==> src/rtl/iso_rx_pkg.sv <==
// Package iso_rx_pkg
// Shared encodings for the isochronous receive burst checker.
// Assumes data PIDs arrive already decoded into a small rank code.
package iso_rx_pkg;

    // Burst tracking phase within one microframe
    typedef enum logic [1:0] {
        PH_IDLE   = 2'd0,  // no packet seen yet in this microframe
        PH_OPEN   = 2'd1,  // burst started, more packets expected
        PH_CLOSED = 2'd2   // burst completed or aborted by an error
    } phase_e;

    // Index of each event in the event vector
    localparam int EV_INCOMPLETE = 0;
    localparam int EV_PID_ERR    = 1;
    localparam int EV_DONE       = 2;
    localparam int N_EVENTS      = 3;

    // Number of sticky status flags (incomplete, pid error)
    localparam int N_FLAGS = 2;

endpackage

==> src/rtl/iso_rx_seq_tracker.sv <==
// Module iso_rx_seq_tracker
// Follows the data PID sequence of one microframe and reports events
// combinationally: burst completion, PID error, and an incomplete burst
// at the end of a microframe.
// Assumes: pkt_pid holds the rank code (0 = lowest data PID), codes
// above TOP_RANK are reserved, and the strobes last one cycle each.
module iso_rx_seq_tracker
    import iso_rx_pkg::*;
#(
    parameter int PID_W    = 2,
    parameter int TOP_RANK = 2
) (
    input  logic                clk,
    input  logic                rst_n,
    input  logic                uframe_start,
    input  logic                pkt_valid,
    input  logic [PID_W-1:0]    pkt_pid,
    output logic [N_EVENTS-1:0] events
);

    localparam logic [PID_W-1:0] TOP_CODE  = PID_W'(TOP_RANK);
    localparam logic [PID_W-1:0] LAST_CODE = '0;
    localparam logic [PID_W-1:0] ONE_CODE  = PID_W'(1);

    phase_e           phase_q, phase_d, phase_eff;
    logic [PID_W-1:0] exp_q, exp_d;

    // Next-state and event logic: close the old frame first, then take the packet
    always_comb begin
        phase_eff = uframe_start ? PH_IDLE : phase_q;
        phase_d   = phase_eff;
        exp_d     = exp_q;
        events    = '0;
        events[EV_INCOMPLETE] = uframe_start && (phase_q == PH_OPEN);
        if (pkt_valid) begin
            unique case (phase_eff)
                PH_IDLE: begin
                    if (pkt_pid > TOP_CODE) begin
                        events[EV_PID_ERR] = 1'b1;
                        phase_d            = PH_CLOSED;
                    end else if (pkt_pid == LAST_CODE) begin
                        events[EV_DONE] = 1'b1;
                        phase_d         = PH_CLOSED;
                    end else begin
                        phase_d = PH_OPEN;
                        exp_d   = pkt_pid - ONE_CODE;
                    end
                end
                PH_OPEN: begin
                    if (pkt_pid != exp_q) begin
                        events[EV_PID_ERR] = 1'b1;
                        phase_d            = PH_CLOSED;
                    end else if (exp_q == LAST_CODE) begin
                        events[EV_DONE] = 1'b1;
                        phase_d         = PH_CLOSED;
                    end else begin
                        exp_d = exp_q - ONE_CODE;
                    end
                end
                default: begin
                    events[EV_PID_ERR] = 1'b1;
                    phase_d            = PH_CLOSED;
                end
            endcase
        end
    end

    // State registers for phase and next expected PID rank
    always_ff @(posedge clk) begin
        if (!rst_n) begin
            phase_q <= PH_IDLE;
            exp_q   <= '0;
        end else begin
            phase_q <= phase_d;
            exp_q   <= exp_d;
        end
    end

endmodule

==> src/rtl/iso_rx_sticky_status.sv <==
// Module iso_rx_sticky_status
// A bank of sticky status bits. A set event wins over a clear in the
// same cycle, so no event is lost.
// Assumes set and clr are synchronous to clk.
module iso_rx_sticky_status #(
    parameter int N = 2
) (
    input  logic         clk,
    input  logic         rst_n,
    input  logic [N-1:0] set,
    input  logic         clr,
    output logic [N-1:0] flags
);

    for (genvar i = 0; i < N; i++) begin : g_flag
        // Hold one status bit: set wins, then clear, else keep
        always_ff @(posedge clk) begin
            if (!rst_n)      flags[i] <= 1'b0;
            else if (set[i]) flags[i] <= 1'b1;
            else if (clr)    flags[i] <= 1'b0;
        end
    end

endmodule

==> src/rtl/iso_rx_irq_pulse.sv <==
// Module iso_rx_irq_pulse
// Turns any event in a cycle into a one-cycle registered interrupt pulse.
// Assumes events are single-cycle combinational indications.
module iso_rx_irq_pulse #(
    parameter int N = 3
) (
    input  logic         clk,
    input  logic         rst_n,
    input  logic [N-1:0] events,
    output logic         irq
);

    // Register the OR of all events as the interrupt pulse
    always_ff @(posedge clk) begin
        if (!rst_n) irq <= 1'b0;
        else        irq <= |events;
    end

endmodule

==> src/rtl/iso_rx_burst_check.sv <==
// Module iso_rx_burst_check (top)
// Checks the per-microframe packet burst on one isochronous IN endpoint.
// Flags incomplete bursts and unexpected data PIDs, and interrupts on
// completion and on each fault.
// Assumes one packet strobe per cycle at most and a decoded PID rank.
module iso_rx_burst_check
    import iso_rx_pkg::*;
#(
    parameter int PID_W    = 2,
    parameter int TOP_RANK = 2
) (
    input  logic             clk,
    input  logic             rst_n,
    input  logic             uframe_start,
    input  logic             pkt_valid,
    input  logic [PID_W-1:0] pkt_pid,
    input  logic             status_clr,
    output logic             incomplete_flag,
    output logic             pid_err_flag,
    output logic             ep_irq
);

    logic [N_EVENTS-1:0] events;
    logic [N_FLAGS-1:0]  flag_set;
    logic [N_FLAGS-1:0]  flag_q;

    iso_rx_seq_tracker #(
        .PID_W    (PID_W),
        .TOP_RANK (TOP_RANK)
    ) u_tracker (
        .clk          (clk),
        .rst_n        (rst_n),
        .uframe_start (uframe_start),
        .pkt_valid    (pkt_valid),
        .pkt_pid      (pkt_pid),
        .events       (events)
    );

    assign flag_set[0] = events[EV_INCOMPLETE];
    assign flag_set[1] = events[EV_PID_ERR];

    iso_rx_sticky_status #(
        .N (N_FLAGS)
    ) u_status (
        .clk   (clk),
        .rst_n (rst_n),
        .set   (flag_set),
        .clr   (status_clr),
        .flags (flag_q)
    );

    iso_rx_irq_pulse #(
        .N (N_EVENTS)
    ) u_irq (
        .clk    (clk),
        .rst_n  (rst_n),
        .events (events),
        .irq    (ep_irq)
    );

    assign incomplete_flag = flag_q[0];
    assign pid_err_flag    = flag_q[1];

endmodule

==> config.mk <==
export PLATFORM = sky130hd
export DESIGN_NAME = iso_rx_burst_check
export DESIGN_NICKNAME = d
export VERILOG_FILES = /design/src/rtl/iso_rx_pkg.sv /design/src/rtl/iso_rx_seq_tracker.sv /design/src/rtl/iso_rx_sticky_status.sv /design/src/rtl/iso_rx_irq_pulse.sv /design/src/rtl/iso_rx_burst_check.sv
export SDC_FILE = /design/constraint.sdc
export NUM_CORES = 1
export LEC_CHECK = 0
export BUFFER_PORTS_ARGS = -buffer_cell sky130_fd_sc_hd__buf_2
export CORE_MARGIN = 5
export CORE_UTILIZATION = 38
export CTS_CLUSTER_SIZE = 40
export DETAILED_ROUTE_END_ITERATION = 10
export SYNTH_ARGS = -nofsm -noshare
export SYNTH_HDL_FRONTEND = slang
export SYNTH_SLANG_ARGS = --single-unit
export TNS_END_PERCENT = 20
==> constraint.sdc <==
create_clock -name clk -period 1.7 [get_ports clk]
set_input_delay 0.17 -clock clk [delete_from_list [all_inputs] [get_ports clk]]
set_output_delay 0.17 -clock clk [all_outputs]
set_load 0.01 [all_outputs]
# Word level (Yosys, flattened, before mapping)
# Index checks and enable logic that the tools add are counted.
op_classes:
  n_lt_le_gt_ge: 1
  addsub: 2
  eq_ne: 7
  mux: 24
  reduce_logical: 9
op_table:
  columns: ["cell", "count"]
  rows:
  - ["two-way mux 2 bit", 11]
  - ["two-way mux 1 bit", 9]
  - ["!= test 2 bit, second input constant", 4]
  - ["case mux 2 bit (2 select lines)", 2]
  - ["logical NOT 2 bit", 3]
  - ["AND reduction 6 bit", 1]
  - ["nonzero test 2 bit", 3]
  - ["equality test 2 x 1 -> 1 bit, second input constant", 2]
  - ["case mux 1 bit (2 select lines)", 2]
  - ["subtractor 2 x 1 -> 2 bit, second input constant", 2]
  - ["OR reduction 3 bit", 1]
  - ["> comparator 2 bit, second input constant", 1]
  - ["!= test 2 bit", 1]
  - ["logical AND 1 bit", 1]
word_totals:
  ff_bits: 7
  output_inout_bits: 3
  elab_cells: 48
  input_bits: 7

# Logic depth before layout (Yosys ltp)
logic_depth:
  word_depth: 6
  mapped_depth: 7
  ltp_nobuf: 6

# Hierarchy
# From an unflattened synthesis, not the netlist that was laid out.
unflattened:
  cells_unflattened: 57
  hier_area_um2: 508.0
modules_own_cells:
  columns: ["mod", "n_inst", "seq_area_each_um2", "cells_per_inst", "area_each_um2"]
  rows:
  - ["iso_rx_seq_tracker", 1, 80.1, 49, 411.6]
  - ["iso_rx_sticky_status", 1, 40.0, 6, 67.6]
  - ["iso_rx_irq_pulse", 1, 20.0, 2, 28.8]

# Least setup slack after synthesis
# Ideal clock, no wire load.
synth_timing:
  path_kind: "input port to flip-flop"
  start: "input pkt_pid[1]"
  end: "register u_tracker.exp_q[0]"
  arrival_time_ns: 1.244
  stages: 7
  setup_ns: 0.118
  required_ns: 1.582
  path_buffers: 1
  slack_ns: 0.338
  cell_sequence: "buf_6 > inv_1 > ha_1 > nor2_1 > o221ai_2 > o32a_2 > o2111a_1"
synth_via:
  elab_chain_len: 3
  elab_cells_between_ends: 7
  classes_between: "1 x order compare; 4 x eq/ne; 2 x reduce/logical"
synth_lines:
  columns: ["item", "line", "text"]
  rows:
  - ["from (decl)", "iso_rx_burst_check.sv:16", "input logic [PID_W-1:0] pkt_pid,"]
  - ["> comparator 2 bit, or another cell as far along", "iso_rx_seq_tracker.sv:38", "if (pkt_pid > TOP_CODE) begin"]
  - ["!= test 2 bit (no line)", null, null]
  - ["AND reduction 6 bit (no line) *", null, null]
  - ["to (signal assigned)", "iso_rx_seq_tracker.sv:75", "exp_q <= exp_d;"]
  - ["to (decl)", "iso_rx_seq_tracker.sv:26", "logic [PID_W-1:0] exp_q, exp_d;"]
# Every way passes the cells marked *; elsewhere a longest branch is shown, timed or not.
# A chain may end at the register's enable or synchronous reset.

# Worst setup path in the final report
layout_timing:
  start: "register u_tracker.phase_q[0]"
  end: "register u_tracker.exp_q[0]"
layout_via:
  elab_chain_len: 4
  elab_cells_between_ends: 10
  classes_between: "5 x eq/ne; 2 x mux; 3 x reduce/logical"
layout_lines:
  columns: ["item", "line", "text"]
  rows:
  - ["from (decl)", "iso_rx_seq_tracker.sv:25", "phase_e phase_q, phase_d, phase_eff;"]
  - ["from (signal assigned)", "iso_rx_seq_tracker.sv:74", "phase_q <= phase_d;"]
  - ["two-way mux 2 bit *", "iso_rx_seq_tracker.sv:30", "phase_eff = uframe_start ? PH_IDLE : phase_q;"]
  - ["equality test 2 x 1 -> 1 bit or logical NOT 2 bit (tied branches)", "iso_rx_seq_tracker.sv:36", "unique case (phase_eff)"]
  - ["!= test 2 bit (no line) or nonzero test 2 bit (tied branches)", null, null]
  - ["AND reduction 6 bit (no line)", null, null]
# Marked as above.

==> impl_metrics.csv <==
group,metric,value,unit
route,routed-wl-met2,552,µm
placement,place.gp.congestion,0.771,
route,dr_wl_met3,75,µm
grt,grt_start_max_net_pins,10,
worst_setup_path,setup.worst_path.start_class,"flop",
clock_network,worstSkewPairLatency,260,ps
worst_setup_path,critical_path_class,"reg2reg",
layout,most_frequent_standard_cell_in_the_layout_excluding_fill_and_tap_cells,"sky130_fd_sc_hd__buf_2",
grt,global_route.overflow_total,0,
clock_network,cts.path.max_buffers,2,
route,routed_wirelength,1170,µm
route,route.detailed.drc,0,
layout,post_route_cells_drive_above_1_share,25.7,%
worst_setup_path,regToRegSetupSlack,210,ps
route,drt_pre_antenna_iters,2,
layout,layout-area-overhead-vs-synth,15.6,%
clock_network,cts_inserted_buffers,3,
clock_network,cts.repair.resized,0,
layout,final_nets,85,
route,top_layer,"met4",
grt,grt_first_pass_wirelength,1820,µm
logic_synthesis,synthDominantCellAreaShare,26.8,%
grt,first_global_vias,421,
timing,relSlewSlack,79.5,%
worst_setup_path,critPathMaxStageDelay,410,ps
logic_synthesis,synth_cell_type_count,32,
route,post_drt_via_cell_ratio,5.22,
timing,period_minus_slack,1490,ps
run_status,outcome,"finished, final reports clean",
worst_setup_path,worstPathBufferInverterCount,0,
logic_synthesis,synth_sequential_area_ratio,26.8,%
layout,seqCellArea,140,µm²
timing,finalSetupTns,0,ps
logic_synthesis,synth_cells,62,
die,top_level_ports,10,
clock_network,post-cts-setup-buffer-count,0,
worst_setup_path,critical_path.slowest_cell,"sky130_fd_sc_hd__dfxtp_1",
clock_network,clkSlewWorstSetupHoldPaths,50,ps
layout,final_core_utilization,46.4,%
worst_hold_path,min-delay-path-class,"in2reg",
layout,final_instance_count_excl_fillers,89,
route,antenna_nets_post_route,0,
clock_network,cts_tree,"built",
clock_network,h-tree-depth,1,
route,detailedRoute.firstIterationViolations,8,
die,placement_rows,13,
clock_network,tritoncts_num_sinks,7,
worst_setup_path,crit_path_cell_trace,"nor2b_4 -> o221ai_2 -> o32a_2 -> o2111a_1",
route,vias,465,
worst_setup_path,worstPathRequired,1850,ps
logic_synthesis,yosys_warnings,0,
job,timing.max_cap.violations,0,
die,dieWidth,47.1,µm
die,fp.dieArea,0.00222,mm²
clock_network,holdBufCountCts,0,
layout,layout.filler_cells,142,
clock_network,cell_at_the_root_of_the_clock_tree,"sky130_fd_sc_hd__clkbuf_4",
timing,max_clock_freq,670,MHz
route,avgRoutedWirePerCell,13.1,µm
layout,leading_cell_types_in_the_layout_fill_and_taps_excluded,"9 x sky130_fd_sc_hd__buf_2, 7 x sky130_fd_sc_hd__dfxtp_1, 5 x sky130_fd_sc_hd__inv_1, 5 x sky130_fd_sc_hd__nand2_1, 5 x sky130_fd_sc_hd__nor2_1",
logic_synthesis,synth_area_per_cell,8.44,µm²
die,die_extent_in_y,47.1,µm
timing,final.setup.worst_slack,208,ps
power_and_ir_drop,vdd_ir_drop_max,0.000453,V
worst_setup_path,worstPathArrival,1640,ps
power_and_ir_drop,cellPowerDensity,762,mW/mm²
logic_synthesis,ys_seq_elements,7,
timing,final.period_utilization,87.8,%
worst_setup_path,path_max_fanout,6,
timing,report.final.setup_viol,0,
logic_synthesis,synth.cell_area,523,µm²
die,initial_core_util,40.2,%
layout,multi_input_area,348,µm²
timing,worstMarginPinSlew,308,ps
worst_setup_path,critPathCaptureType,"flop",
layout,insertedDiodeCount,0,
power_and_ir_drop,cellLeakagePower,0.257,nW
placement,placed_cells_incl_taps,85,
placement,post-dp-hpwl,896,µm
worst_setup_path,crit_family,"compound AO/OA/AOI/OAI gates",
die,core,0.00130,mm²
timing,timing_hold_violations_final,0,
grt,global_route.usage.total,12.2,%
logic_synthesis,syn_nets,72,
logic_synthesis,post-synth-top-area-cell,"sky130_fd_sc_hd__dfxtp_1",
timing,unrepaired_setup_endpoints_after_global_routing,"no",
timing,skew,0.387,ps
grt,number_of_antenna_violations_at_the_first_check_in_global_routing,0,
placement,numPortBuffers,9,
placement,post-place-ws,130,ps
route,m1WireLength,535,µm
logic_synthesis,netlist_top_cells_area,"sky130_fd_sc_hd__dfxtp_1 27%, sky130_fd_sc_hd__ha_1 7.2%, sky130_fd_sc_hd__o2111a_1 4.3%",
timing,report.final.slew_viol_count,0,
## cells by family after synthesis
logic type | count (synthesis) | share of synthesized area, %
simple gates | 26 | 29.2
fa+ha+maj | 3 | 7.18
xor+xnor | 2 | 3.35
compound gates | 17 | 26.8
flops | 7 | 26.8
buf+inv | 7 | 6.70
## sequential cells by signal (all words and copies together) (netlist names)
register           flops
u_status.flags         2
u_tracker.phase_q      2
u_irq.irq              1
u_tracker.exp_q        2
## cell type report
cell class	count	share of cell area [%]
Tap cell	15	3.11
Timing Repair Buffer	10	8.70
Inverter	5	3.11
Multi-Input combinational cell	48	57.6
Clock buffer	4	4.35
Sequential cell	7	23.2
## synth_stat cells, drive strengths merged
cell type and instances:
o21bai 1, and2 1, a21boi 1, nand2 5, nor4b 1, o221a 1, dfxtp 7, nand3 3
inv 5, nor2b 2, o21a 1, nor3 3, or3 1, and3 2, nand2b 1, o31a 1
clkbuf 1, a41oi 1, o221ai 1, o22ai 1, o32a 1, xnor2 2, o21ai 2, nor2 5
a21oi 3, or3b 1, o2bb2ai 1, nor3b 1, buf 1, o2111a 2, ha 3
## report_power, final
part | total [mW] | internal (mW) | switching, mW
logic | 0.106 | 0.0511 | 0.0547
clock network | 0.159 | 0.0900 | 0.0685
registers | 0.196 | 0.178 | 0.0187
total | 0.461 | 0.319 | 0.142
## routing by layer
metal	global-route usage, %	vias to the layer above
met2	19.5	10
met3	7.66	2
met1	14.0	202
met5	0	-
li1	-	251
met4	2.21	0
## per-stage QoR
stage | power [mW] | hold WS (ps) | cell area (µm²)
after floorplan | 0.270 | 288 | 523
after global placement | 0.303 | 476 | 578
after detailed placement | 0.305 | 476 | 578
after CTS | 0.465 | 203 | 604
after global routing | 0.491 | 207 | 604
final | 0.461 | 204 | 604
## worst paths after layout
check,startpoint,to,cells after the start
max,u_tracker.phase_q[0],u_tracker.exp_q[0],4
min,rst_n,u_status.flags[1],2
max reg2reg,u_tracker.phase_q[0],u_tracker.exp_q[0],4
min reg2reg,u_tracker.phase_q[1],u_tracker.phase_q[1],2
Note: power is estimated with default switching activity, not from simulation.
